<file path="config.mk">
export PLATFORM = sky130hd
export DESIGN_NAME = gpio_edge_irq_bank
export DESIGN_NICKNAME = d
export VERILOG_FILES = /design/src/rtl/edge_irq_pkg.sv /design/src/rtl/edge_irq_decode.sv /design/src/rtl/edge_irq_datapath.sv /design/src/rtl/gpio_edge_irq_bank.sv
export SDC_FILE = /design/constraint.sdc
export NUM_CORES = 1
export LEC_CHECK = 0
export BUFFER_PORTS_ARGS = -buffer_cell sky130_fd_sc_hd__buf_2
export CAP_MARGIN = 30
export CORE_MARGIN = 5
export CORE_UTILIZATION = 54
export CTS_CLUSTER_DIAMETER = 150
export CTS_CLUSTER_SIZE = 25
export DETAILED_ROUTE_END_ITERATION = 6
export GPL_TIMING_DRIVEN = 0
export PLACE_DENSITY = 0.81
export SLEW_MARGIN = 20
export SYNTH_ARGS = -nofsm -noshare
export SYNTH_HDL_FRONTEND = slang
export SYNTH_SLANG_ARGS = --single-unit
</file>
<file path="constraint.sdc">
create_clock -name clk -period 2.4 [get_ports clk]
set_clock_uncertainty 0.2 [all_clocks]
set_input_delay 0.12 -clock clk [delete_from_list [all_inputs] [get_ports clk]]
set_output_delay 0.12 -clock clk [all_outputs]
set_load 0.1 [all_outputs]
</file>
<file path="src/rtl/edge_irq_pkg.sv">
package edge_irq_pkg;

  typedef enum logic [1:0] {
    TRIG_OFF  = 2'd0,
    TRIG_RISE = 2'd1,
    TRIG_FALL = 2'd2,
    TRIG_ANY  = 2'd3
  } trigCode_e;

  typedef enum logic [1:0] {
    RD_NONE   = 2'd0,
    RD_STATUS = 2'd1,
    RD_MASK   = 2'd2
  } rdSel_e;

  typedef struct packed {
    logic   clrStatus;
    logic   setMask;
    logic   clrMask;
    rdSel_e rdSel;
  } bankStrobe_t;

endpackage

</file>
<file path="src/rtl/edge_irq_decode.sv">
module edge_irq_decode
  import edge_irq_pkg::*;
#(
  parameter int ADDR_W        = 12,
  parameter int BANK_ID       = 0,
  parameter int STATUS_BASE   = 'h80,
  parameter int MASK_SET_BASE = 'hA0,
  parameter int MASK_CLR_BASE = 'hC0
) (
  input  logic [ADDR_W-1:0] busAddr,
  input  logic              busWrEn,
  output bankStrobe_t       strobe
);

  localparam logic [ADDR_W-1:0] STATUS_ADDR   = ADDR_W'(STATUS_BASE + 4 * BANK_ID);
  localparam logic [ADDR_W-1:0] MASK_SET_ADDR = ADDR_W'(MASK_SET_BASE + 4 * BANK_ID);
  localparam logic [ADDR_W-1:0] MASK_CLR_ADDR = ADDR_W'(MASK_CLR_BASE + 4 * BANK_ID);

  logic hitStatus, hitMaskSet, hitMaskClr;

  always_comb begin
    hitStatus  = (busAddr == STATUS_ADDR);
    hitMaskSet = (busAddr == MASK_SET_ADDR);
    hitMaskClr = (busAddr == MASK_CLR_ADDR);

    strobe.clrStatus = busWrEn && hitStatus;
    strobe.setMask   = busWrEn && hitMaskSet;
    strobe.clrMask   = busWrEn && hitMaskClr;

    if (hitStatus)                    strobe.rdSel = RD_STATUS;
    else if (hitMaskSet || hitMaskClr) strobe.rdSel = RD_MASK;
    else                              strobe.rdSel = RD_NONE;
  end

endmodule

</file>
<file path="src/rtl/edge_irq_datapath.sv">
module edge_irq_datapath
  import edge_irq_pkg::*;
#(
  parameter int NUM_PINS = 32
) (
  input  logic                  clk,
  input  logic                  rst_n,
  input  logic [NUM_PINS-1:0]   pinLevel,
  input  logic [2*NUM_PINS-1:0] trigType,
  input  logic [NUM_PINS-1:0]   busWrData,
  input  bankStrobe_t           strobe,
  output logic [NUM_PINS-1:0]   busRdData,
  output logic [NUM_PINS-1:0]   statusVec,
  output logic [NUM_PINS-1:0]   maskVec,
  output logic                  irqReq
);

  logic [NUM_PINS-1:0] prevLevel;
  logic [NUM_PINS-1:0] edgeHit;
  logic [NUM_PINS-1:0] clrBits;
  logic                armed;

  for (genvar g = 0; g < NUM_PINS; g++) begin : g_pin
    logic [1:0] code;
    logic       rise, fall;
    always_comb begin
      code = trigType[2*g +: 2];
      rise = armed && pinLevel[g] && !prevLevel[g];
      fall = armed && !pinLevel[g] && prevLevel[g];
      case (code)
        TRIG_RISE: edgeHit[g] = rise;
        TRIG_FALL: edgeHit[g] = fall;
        TRIG_ANY:  edgeHit[g] = rise || fall;
        default:   edgeHit[g] = 1'b0;
      endcase
    end
  end

  assign clrBits = strobe.clrStatus ? busWrData : '0;

  always_ff @(posedge clk or negedge rst_n) begin
    if (!rst_n) begin
      prevLevel <= '0;
      armed     <= 1'b0;
      statusVec <= '0;
      maskVec   <= '1;
    end else begin
      prevLevel <= pinLevel;
      armed     <= 1'b1;
      statusVec <= (statusVec & ~clrBits) | edgeHit;
      if (strobe.setMask)      maskVec <= maskVec | busWrData;
      else if (strobe.clrMask) maskVec <= maskVec & ~busWrData;
    end
  end

  always_comb begin
    case (strobe.rdSel)
      RD_STATUS: busRdData = statusVec;
      RD_MASK:   busRdData = maskVec;
      default:   busRdData = '0;
    endcase
  end

  assign irqReq = |(statusVec & ~maskVec);

endmodule

</file>
<file path="src/rtl/gpio_edge_irq_bank.sv">
module gpio_edge_irq_bank
  import edge_irq_pkg::*;
#(
  parameter int NUM_PINS      = 32,
  parameter int ADDR_W        = 12,
  parameter int BANK_ID       = 0,
  parameter int STATUS_BASE   = 'h80,
  parameter int MASK_SET_BASE = 'hA0,
  parameter int MASK_CLR_BASE = 'hC0
) (
  input  logic                  clk,
  input  logic                  rst_n,
  input  logic [NUM_PINS-1:0]   pinLevel,
  input  logic [2*NUM_PINS-1:0] trigType,
  input  logic [ADDR_W-1:0]     busAddr,
  input  logic                  busWrEn,
  input  logic [NUM_PINS-1:0]   busWrData,
  output logic [NUM_PINS-1:0]   busRdData,
  output logic                  irqReq
);

  bankStrobe_t         strobe;
  logic [NUM_PINS-1:0] statusVec;
  logic [NUM_PINS-1:0] maskVec;

  edge_irq_decode #(
    .ADDR_W(ADDR_W), .BANK_ID(BANK_ID), .STATUS_BASE(STATUS_BASE),
    .MASK_SET_BASE(MASK_SET_BASE), .MASK_CLR_BASE(MASK_CLR_BASE)
  ) u_decode (
    .busAddr(busAddr),
    .busWrEn(busWrEn),
    .strobe(strobe)
  );

  edge_irq_datapath #(.NUM_PINS(NUM_PINS)) u_datapath (
    .clk(clk),
    .rst_n(rst_n),
    .pinLevel(pinLevel),
    .trigType(trigType),
    .busWrData(busWrData),
    .strobe(strobe),
    .busRdData(busRdData),
    .statusVec(statusVec),
    .maskVec(maskVec),
    .irqReq(irqReq)
  );

endmodule

</file>
==> results.txt, run 1 <==
outcome -> finished, final reports clean
clock latency on the worst-skew pair -> 0.37 ns
mux share of post-synthesis cell area -> 0%
clock share of power -> 35.7%
num ports -> 176
simple-gate share of the synthesized area -> 16.68%
Cells after Synth -> 513
CP required -> 2.08 ns
final cycle utilization of the critical path -> 98.81%
share of cells above drive strength 1 -> 34.50%
Placed Instances -> 800
Worst EP arrival -> 2.05 ns
Worst Hold Slack -> 0.01167 ns
sequential share of power -> 48.5%
CTS tree -> yes
Seq/Total Area, Yosys -> 48.95%
worst ir drop on vdd -> 0.0002862 V
non-filler instance count after layout -> 940
commonest non-fill, non-tap cell in the layout -> buf_2
post-route cell area -> 8107 um2
worst hold path type -> primary input to async pin
largest net degree at the start of global routing -> 57
WL per Instance -> 20.12 um
Post-DP Area -> 6487 um2
Max-Cap Viols -> 0
Rows -> 35
Post-CTS Repair Setup Buffers -> 0
Static Leak -> 3.751 nW
final setup vio count -> 0
GR Overflow Total -> 0
synth-to-layout area growth -> 60.81%
count of antenna-violating nets left after detailed routing -> 0
crit path capture type -> output port
post-layout util -> 88.57%
Mapped Avg Cell Area -> 9.827 um2
Sw Share -> 26.04%
adder-cell area share of the yosys netlist -> 0%
Port-buffer cells -> 175
CTS Sinks -> 97
Num CTS Buffers -> 9
share of the synthesized area in the top cell type -> 32.27%
fin. max-slew vios -> 0
GPL Wtd Cong -> 0.9152
H-tree levels -> 3
CTS root buf -> clkbuf_8
post-synth top area cell -> dfrtp_1
Die Wd -> 106.6 um
Int Pwr -> 2.578 mW
die area -> 11370 um2
Worst Tran Pin Value -> 0.6506 ns
Fin. Hold Viols -> 0
switching power -> 0.9077 mW
Detail Placement HPWL -> 11300 um
Compound-Gate Fraction of Synth Area -> 27.43%
Synth Cell Area -> 5041 um2
Power Total -> 3.486 mW
Startpoint Class -> primary input
final wirelength -> 18910 um
GR Util met3 -> 6.261%
crit-path most repeated cell -> buf_2
library cells used by synthesis -> 35
M2 GR Usage -> 59.67%
GRT Max-Usage Layer -> met2
Max Clk Rate -> 0.4217 GHz
met1 usage -> 40.33%
Slew headroom -> 56.62%
# diodes -> 0
Synth Register Bits -> 97
critical-path cell list -> buf_2 > or4_4 > or2_1 > clkbuf_2 > buf_2 > a211oi_4 > buf_6
CP Class -> primary input to output port
synth top area cells -> dfrtp_1, dfstp_2, a21o_1
clock-pin slew on the worst setup and hold paths -> 0.10 ns
GRT Util Overall -> 33.87%
chip height -> 106.6 um
critical path fanouts, max -> 10
YS warnings -> 0
first-pass GRT wire length -> 30200 um
vias in the first global route -> 5982
DRC violations left -> 0
Crit-path slowest cell -> or4_4
Core ar. -> 9153 um2
clk buf depth -> 2
Starting Density -> 55.08%
1st-iter DRT viols -> 400
vias per inst -> 5.873
via count -> 5521
Setup WS pre-CTS -> -0.1516 ns
combinational power share -> 15.8%
most frequent cells in the layout -> buf_2, dlygate4sd3_1, dfrtp_1
Final Net Count -> 967
initial antenna violation count -> 0
crit path time final -> 2.372 ns
largest family of logic cells by synthesized area -> compound AO/OA/AOI/OAI gates
syn nets -> 656
setup TNS -> 0 ns
pwr/cell area -> 430.0 nW/um2
Worst Slack Setup Final -> 0.02848 ns
Synth Area in XOR/XNOR -> 0.1737%
delay of the slowest cell on the worst path -> 0.59 ns
1st-pass router iterations -> 5
worst max-delay path: cells and delay by family:
kind | cells | cell delay [ns]
AND/OR/NAND/NOR | 2 | 0.84
buffers and inverters | 4 | 0.82
AO/OA/AOI/OAI | 1 | 0.26
cell usage after synthesis:
library cell / n
o21ai_1: 1
a211oi_1: 30
or2_1: 1
nor4b_4: 1
nand2_1: 63
nor4_2: 1
or4_4: 1
o21ai_0: 32
xor2_1: 1
inv_1: 28
nand3b_1: 33
nor4_4: 1
conb_1: 1
and3_1: 1
buf_12: 3
o22ai_1: 16
or3b_2: 1
nand3_1: 2
nand4_1: 1
inv_2: 4
buf_6: 7
a21oi_1: 29
a21o_1: 64
dfrtp_1: 65
dfstp_2: 32
buf_2: 3
or4b_1: 1
or3b_1: 1
nor3_1: 1
or3_1: 31
nor4_1: 4
a21boi_1: 32
clkbuf_1: 17
a21oi_2: 3
or4_1: 1
power by group through the flow:
| stage | combinational (mW) | sequential [mW] | clock (mW) |
|---|---|---|---|
| 5_1_grt | 0.595 | 1.69 | 1.31 |
| 6_report | 0.551 | 1.69 | 1.25 |
| 2_1_floorplan | 0.142 | 1.71 | 0 |
| 3_5_place_dp | 0.358 | 1.72 | 0 |
| 4_1_cts | 0.525 | 1.69 | 1.24 |
| 3_3_place_gp | 0.339 | 1.71 | 0 |
per-layer routing:
metal,vias up,wire length (um)
li1,2426,-
met2,314,9645
met3,92,1336
met4,0,954
met1,2689,6973
met5,-,0
final timing paths:
path | from | to | slack (ns) | cells after the start
worst min register to register | u_datapath.armed$_DFF_PN0_ | u_datapath.statusVec[31]$_DFF_PN0_ | 0.41 | 1
worst max-delay path | busAddr[1] | busRdData[24] | 0.03 | 7
worst min-delay path | rst_n | u_datapath.prevLevel[21]$_DFF_PN0_ | 0.01 | 2
worst max register to register | u_datapath.prevLevel[18]$_DFF_PN0_ | u_datapath.statusVec[18]$_DFF_PN0_ | 0.70 | 4
min in group clk | trigType[0] | u_datapath.statusVec[0]$_DFF_PN0_ | 0.02 | 4
max in group asynchronous | rst_n | async pin | 1.32 | 3
what timing repair did:
action / 4_1_cts / 5_1_grt
gates resized for setup: 37 / 17
endpoints found under the hold margin: 175 / 0
setup endpoints to repair: 25 / 17
hold buffers: 124 / 0
gates cloned: 0 / 0
cells by family (layout without fill, tap and decap cells):
| family | count (synthesis) | in the layout |
|---|---|---|
| buffers and inverters | 62 | 378 |
| DFF | 97 | 97 |
| AOI/OAI and AO/OA | 207 | 207 |
| xor gates and xnor gates | 1 | 1 |
| other | 1 | 1 |
| and+or+nand+nor | 145 | 145 |
area by class of cell:
type                    instances  area (um2)
multi-input cells             354        2623
flip-flops and latches         97        2467
repair buffers                300        2296
fillers                       458        1046
plain buffers                  30       234.0
well taps                     111       138.9
clock buffers                  10       137.6
inverters                      32       120.1
clock inverters                 6       90.09
Power figures use the tool's default switching activity.
==> run 2: changes to the inputs <==
--- a/config.mk
+++ b/config.mk
@@ -5,15 +5,15 @@
 export SDC_FILE = /design/constraint.sdc
 export NUM_CORES = 1
 export LEC_CHECK = 0
-export BUFFER_PORTS_ARGS = -buffer_cell sky130_fd_sc_hd__buf_2
 export CAP_MARGIN = 30
 export CORE_MARGIN = 5
-export CORE_UTILIZATION = 54
-export CTS_CLUSTER_DIAMETER = 150
+export CORE_UTILIZATION = 57
+export CTS_CLUSTER_DIAMETER = 50
 export CTS_CLUSTER_SIZE = 25
 export DETAILED_ROUTE_END_ITERATION = 6
+export DONT_BUFFER_PORTS = 1
 export GPL_TIMING_DRIVEN = 0
-export PLACE_DENSITY = 0.81
+export PLACE_DENSITY = 0.68
 export SLEW_MARGIN = 20
 export SYNTH_ARGS = -nofsm -noshare
 export SYNTH_HDL_FRONTEND = slang
==> run 2 against run 1 <==
Compared with the run above:
- the run now ends with hold timing left
- die area shrank 4.8%
- setup slack gained 0.050 ns
- final area shrank 2.8%
- sequential cell count is the same
- critical path type unchanged
- critical endpoint is now busRdData[28]
==> results.txt, run 2 (same netlist as run 1, synthesis figures left out) <==
CP required -> 2.08 ns
Worst Hold Slack -> -0.7791 ns
Core ar. -> 8678 um2
Starting Density -> 58.09%
initial antenna violation count -> 0
chip height -> 104.0 um
worst hold path type -> primary input to async pin
Post-DP Area -> 6377 um2
CP Class -> primary input to output port
Num CTS Buffers -> 9
# diodes -> 0
clk buf depth -> 2
die area -> 10820 um2
Placed Instances -> 652
H-tree levels -> 3
Crit-path slowest cell -> o21ai_4
setup TNS -> 0 ns
commonest non-fill, non-tap cell in the layout -> dlygate4sd3_1
RSZ-0062 raised after global routing -> false
1st-iter DRT viols -> 488
Final Net Count -> 828
post-route cell area -> 7881 um2
Fin. Hold Viols -> 97
GRT Util Overall -> 35.35%
post-layout util -> 90.82%
via count -> 5080
share of cells above drive strength 1 -> 20.00%
1st-pass router iterations -> 5
critical path fanouts, max -> 10
Power Total -> 3.222 mW
worst ir drop on vdd -> 0.0003517 V
delay of the slowest cell on the worst path -> 0.62 ns
CTS hold repair buffers -> 130
Worst Slack Setup Final -> 0.07854 ns
Register Area -> 2467 um2
crit path capture type -> output port
CTS root buf -> clkbuf_8
Worst Tran Pin Value -> 0.7455 ns
num ports -> 176
GPL Wtd Cong -> 0.9009
synth-to-layout area growth -> 56.34%
CTS tree -> yes
clock-pin slew on the worst setup and hold paths -> 0.11 ns
Slew headroom -> 50.11%
CTS Sinks -> 97
largest net degree at the start of global routing -> 98
Port-buffer cells -> 0
final setup vio count -> 0
Post-CTS Repair Setup Buffers -> 0
Layout fillers -> 361
Worst EP arrival -> 2.00 ns
Detail Placement HPWL -> 11240 um
vias per inst -> 6.366
Rows -> 34
first-pass GRT wire length -> 30420 um
Die Wd -> 104.0 um
Max-Cap Viols -> 0
WL per Instance -> 24.07 um
critical-path cell list -> or4_4 > or2_1 > clkbuf_2 > buf_4 > o21ai_4
outcome -> complete, but fails checks
crit path time final -> 2.321 ns
vias in the first global route -> 5527
count of antenna-violating nets left after detailed routing -> 0
final cycle utilization of the critical path -> 96.73%
Setup WS pre-CTS -> 0.009555 ns
failing checks -> hold timing
Startpoint Class -> primary input
footprint of the multi-input gates -> 2625 um2
pwr/cell area -> 408.8 nW/um2
Static Leak -> 3.326 nW
DRC violations left -> 0
most frequent cells in the layout -> dlygate4sd3_1, dfrtp_1, a21o_1
final wirelength -> 19200 um
GR Overflow Total -> 0
Max Clk Rate -> 0.4308 GHz
non-filler instance count after layout -> 798
clock latency on the worst-skew pair -> 0.37 ns
fin. max-slew vios -> 0
[run 2: changes by cell type in the layout (fill, tap and decap cells not counted), sizes merged]
cell / delta
buf: -138
dlygate4sd3: +6
clkbuf: -5
clkinv: -2
clkinvlp: +2
bufinv: -1
inv: -1
[run 2: power breakdown]
group	internal, mW	switching [mW]
clock network	0.512	0.608
registers	1.67	0.0217
logic	0.212	0.200
[run 2: area by class of cell]
type	instances	share of cell area, %
repair buffers	161	26.70
multi-input cells	354	33.31
well taps	108	1.715
flip-flops and latches	97	31.31
plain buffers	30	2.937
clock inverters	4	0.6668
clock buffers	12	1.842
inverters	32	1.524
[run 2: routing by layer]
layer	vias up	share of wire (%)	wire [um]	track usage, %
met1	2539	37	7030	41.17
met4	0	3.7	707	14.62
met5	-	0	0	0
met3	73	6.8	1297	6.642
li1	2157	-	-	-
met2	311	53	10170	63.48
[run 2: worst paths after layout]
path	start	slack, ns	endpoint	depth (start not counted)
setup / recovery	busAddr[1]	0.08	busRdData[28]	5
hold / removal	rst_n	-0.78	u_datapath.prevLevel[26]$_DFF_PN0_	0
setup reg to reg	u_datapath.prevLevel[31]$_DFF_PN0_	0.17	u_datapath.statusVec[31]$_DFF_PN0_	5
hold reg to reg	u_datapath.statusVec[6]$_DFF_PN0_	0.43	u_datapath.statusVec[6]$_DFF_PN0_	3
max in group asynchronous	rst_n	2.54	async pin	0
min in group clk	busAddr[5]	0	flop	3
[run 2: critical path, delay by kind of cell]
kind,cells,cell delay [ns]
compound gates,1,0.62
buf+inv,2,0.41
simple gates,2,0.84
[run 2: timing repair]
| item | in CTS | in global routing |
|---|---|---|
| resized for setup | 0 | 3 |
| setup endpoints to repair | 0 | 2 |
| hold endpoints to repair | 193 | 97 |
==> run 3: changes to the inputs <==
--- a/config.mk
+++ b/config.mk
@@ -6,14 +6,16 @@
 export NUM_CORES = 1
 export LEC_CHECK = 0
 export CAP_MARGIN = 30
+export CELL_PAD_IN_SITES_DETAIL_PLACEMENT = 1
+export CELL_PAD_IN_SITES_GLOBAL_PLACEMENT = 1
 export CORE_MARGIN = 5
-export CORE_UTILIZATION = 57
+export CORE_UTILIZATION = 51
 export CTS_CLUSTER_DIAMETER = 50
 export CTS_CLUSTER_SIZE = 25
 export DETAILED_ROUTE_END_ITERATION = 6
 export DONT_BUFFER_PORTS = 1
 export GPL_TIMING_DRIVEN = 0
-export PLACE_DENSITY = 0.68
+export PLACE_DENSITY = 0.81
 export SLEW_MARGIN = 20
 export SYNTH_ARGS = -nofsm -noshare
 export SYNTH_HDL_FRONTEND = slang
==> run 3 against run 2 <==
Compared with the run above:
- the run now fails in clock tree synthesis (4_1_cts)
- synthesized cell count is the same
- area after synthesis unchanged
==> results.txt, run 3 <==
Port-buffer cells -> 0
CTS Sinks -> 97
Num CTS Buffers -> 9
Fail Step -> clock tree synthesis (4_1_cts)
post_cts resized -> 3
Setup WS pre-CTS -> -0.04435 ns
CTS hold repair buffers -> 128
Post-CTS Repair Setup Buffers -> 0
Post-DP Area -> 6346 um2
synth cell count leaders -> dfrtp_1, a21o_1, nand2_1
Synth Register Bits -> 97
CTS root buf -> clkbuf_8
Die Wd -> 109.4 um
Synth Flop Type -> dfrtp_1
EDFF count, synth -> 0
tool error -> [ERROR DPL-0033] detailed placement checks failed during check placement.
post-synth top area cell -> dfrtp_1
chip height -> 109.4 um
H-tree levels -> 3
share of the synthesized area in the top cell type -> 32.27%
Rows -> 36
Seq/Total Area, Yosys -> 48.95%
Cells after Synth -> 513
most frequent cell after synthesis -> dfrtp_1
syn nets -> 656
Mapped Avg Cell Area -> 9.827 um2
Starting Density -> 51.81%
GPL Wtd Cong -> 0.8960
clk buf depth -> 2
synth top area cells -> dfrtp_1, dfstp_2, a21o_1
Synth Cell Area -> 5041 um2
Detail Placement HPWL -> 13590 um
Async S/R FF share, synth -> 100.0%
YS warnings -> 0
num ports -> 176
outcome -> aborted with a tool error
library cells used by synthesis -> 35
run 3: cells by family after synthesis:
logic type             after synthesis  share of synthesized area (%)
AND/OR/NAND/NOR                    145                          16.68
buffers and inverters               62                          6.701
AO/OA/AOI/OAI                      207                          27.43
XOR/XNOR                             1                         0.1738
other                                1                        0.07439
flip-flops                          97                          48.95
run 3: through the flow:
step	hold slack, ns	std cells
3_5_place_dp	-0.3728	677
3_3_place_gp	-0.3730	646
2_1_floorplan	-0.3756	513
==> run 4: changes to the inputs <==
--- a/config.mk
+++ b/config.mk
@@ -6,16 +6,12 @@
 export NUM_CORES = 1
 export LEC_CHECK = 0
 export CAP_MARGIN = 30
-export CELL_PAD_IN_SITES_DETAIL_PLACEMENT = 1
-export CELL_PAD_IN_SITES_GLOBAL_PLACEMENT = 1
 export CORE_MARGIN = 5
-export CORE_UTILIZATION = 51
-export CTS_CLUSTER_DIAMETER = 50
-export CTS_CLUSTER_SIZE = 25
+export CORE_UTILIZATION = 40
 export DETAILED_ROUTE_END_ITERATION = 6
 export DONT_BUFFER_PORTS = 1
 export GPL_TIMING_DRIVEN = 0
-export PLACE_DENSITY = 0.81
+export PLACE_DENSITY_LB_ADDON = 0.15
 export SLEW_MARGIN = 20
 export SYNTH_ARGS = -nofsm -noshare
 export SYNTH_HDL_FRONTEND = slang
==> run 4 against run 3 <==
Compared with the run above:
- the flow now finishes, with violations (hold timing)
==> results.txt, run 4 (same netlist as run 1, synthesis figures left out) <==
count of antenna-violating nets left after detailed routing -> 0
final setup vio count -> 0
RSZ-0062 raised after global routing -> false
crit path capture type -> output port
worst hold path type -> primary input to async pin
Rows -> 41
largest net degree at the start of global routing -> 98
most frequent cells in the layout -> dlygate4sd3_1, dfrtp_1, a21o_1
Static Leak -> 3.405 nW
setup TNS -> 0 ns
share of cells above drive strength 1 -> 19.71%
failing checks -> hold timing
critical path fanouts, max -> 3
CTS hold repair buffers -> 130
GPL Wtd Cong -> 0.8583
chip height -> 122.3 um
crit path time final -> 2.331 ns
num ports -> 176
Max-Cap Viols -> 0
Setup WS pre-CTS -> 0.0001907 ns
commonest non-fill, non-tap cell in the layout -> dlygate4sd3_1
Worst Tran Pin Value -> 0.9399 ns
final wirelength -> 16720 um
Final Net Count -> 828
Layout fillers -> 941
Register Area -> 2467 um2
fin. max-slew vios -> 0
CP Class -> flop to output port
Die Wd -> 122.3 um
Crit Reg-Reg Startpoint -> u_datapath.prevLevel[0]$_DFF_PN0_
# diodes -> 0
vias per inst -> 5.410
Detail Placement HPWL -> 11510 um
clock latency on the worst-skew pair -> 0.35 ns
Port-buffer cells -> 0
Num CTS Buffers -> 9
worst ir drop on vdd -> 0.0006765 V
Fin. Hold Viols -> 97
CTS Sinks -> 97
CP required -> 2.08 ns
vias in the first global route -> 5032
Placed Instances -> 716
Power Total -> 3.611 mW
initial antenna violation count -> 0
non-filler instance count after layout -> 862
outcome -> complete, but fails checks
DRC violations left -> 0
CTS tree -> yes
clock-pin slew on the worst setup and hold paths -> 0.07 ns
synth-to-layout area growth -> 61.03%
Worst Slack Setup Final -> 0.06922 ns
CTS root buf -> clkbuf_16
final cycle utilization of the critical path -> 97.12%
post-layout util -> 65.12%
Core ar. -> 12470 um2
Starting Density -> 40.44%
pwr/cell area -> 444.9 nW/um2
Worst Hold Slack -> -0.7400 ns
Slew headroom -> 37.19%
Max Clk Rate -> 0.4290 GHz
GRT Util Overall -> 23.14%
footprint of the multi-input gates -> 2623 um2
via count -> 4663
Worst EP arrival -> 2.01 ns
1st-iter DRT viols -> 232
H-tree levels -> 3
WL per Instance -> 19.39 um
GR Overflow Total -> 0
clk buf depth -> 2
first-pass GRT wire length -> 26430 um
die area -> 14950 um2
1st-pass router iterations -> 5
Startpoint Class -> flop
## run 4: layout make-up
class,instances,share of cell area [%]
inverters,32,1.480
plain buffers,30,2.851
repair buffers,161,26.54
multi-input cells,354,32.31
flip-flops and latches,97,30.39
clock inverters,4,0.8631
well taps,172,2.651
clock buffers,12,2.913
## run 4: metrics by stage
step | cell area (um2) | hold slack [ns]
after floorplan | 5439 | -0.3756
after global placement | 5654 | -0.3711
after detailed placement | 6507 | -0.3714
after CTS | 8115 | -0.7598
after global routing | 8118 | -0.7616
final | 8118 | -0.7400
## run 4: path summary, 6_finish.rpt
path / slack [ns] / endpoint / cells past startpoint
setup / recovery: 0.07 / irqReq / 4
hold / removal: -0.74 / u_datapath.statusVec[25]$_DFF_PN0_ / 0
setup reg to reg: 0.25 / u_datapath.statusVec[0]$_DFF_PN0_ / 5
hold reg to reg: 0.40 / u_datapath.statusVec[11]$_DFF_PN0_ / 3
max in group asynchronous: 2.52 / async pin / 0
min in group clk: 0.01 / flop / 3
## run 4: per-layer routing
layer | wire length [um] | global-route usage (%) | part of all wire, % | vias up
met5 | 0 | 0 | 0 | -
met1 | 6526 | 27.39 | 39 | 2299
met3 | 1081 | 6.359 | 6.5 | 28
met4 | 379 | 8.048 | 2.3 | 0
li1 | - | - | - | 2156
met2 | 8731 | 40.43 | 52 | 180
## run 4: critical path: stages (launching register included)
cell,delay (ns)
dfstp_2,0.55
o22ai_1,0.11
nor4_1,0.42
nand4_1,0.31
buf_16,0.26
## run 4: report_power, final
part	total [mW]	switching (mW)	internal, mW
combinational	0.390	0.179	0.211
clock	1.53	0.621	0.912
sequential	1.69	0.0185	1.67
## run 4: timing repair
item                       4_1_cts  5_1_grt
gates cloned                     0        0
pin swaps                        1        1
setup endpoints to repair        1        1
hold endpoints to repair       193       97
gates resized for setup          0        2
setup buffers                    0        0
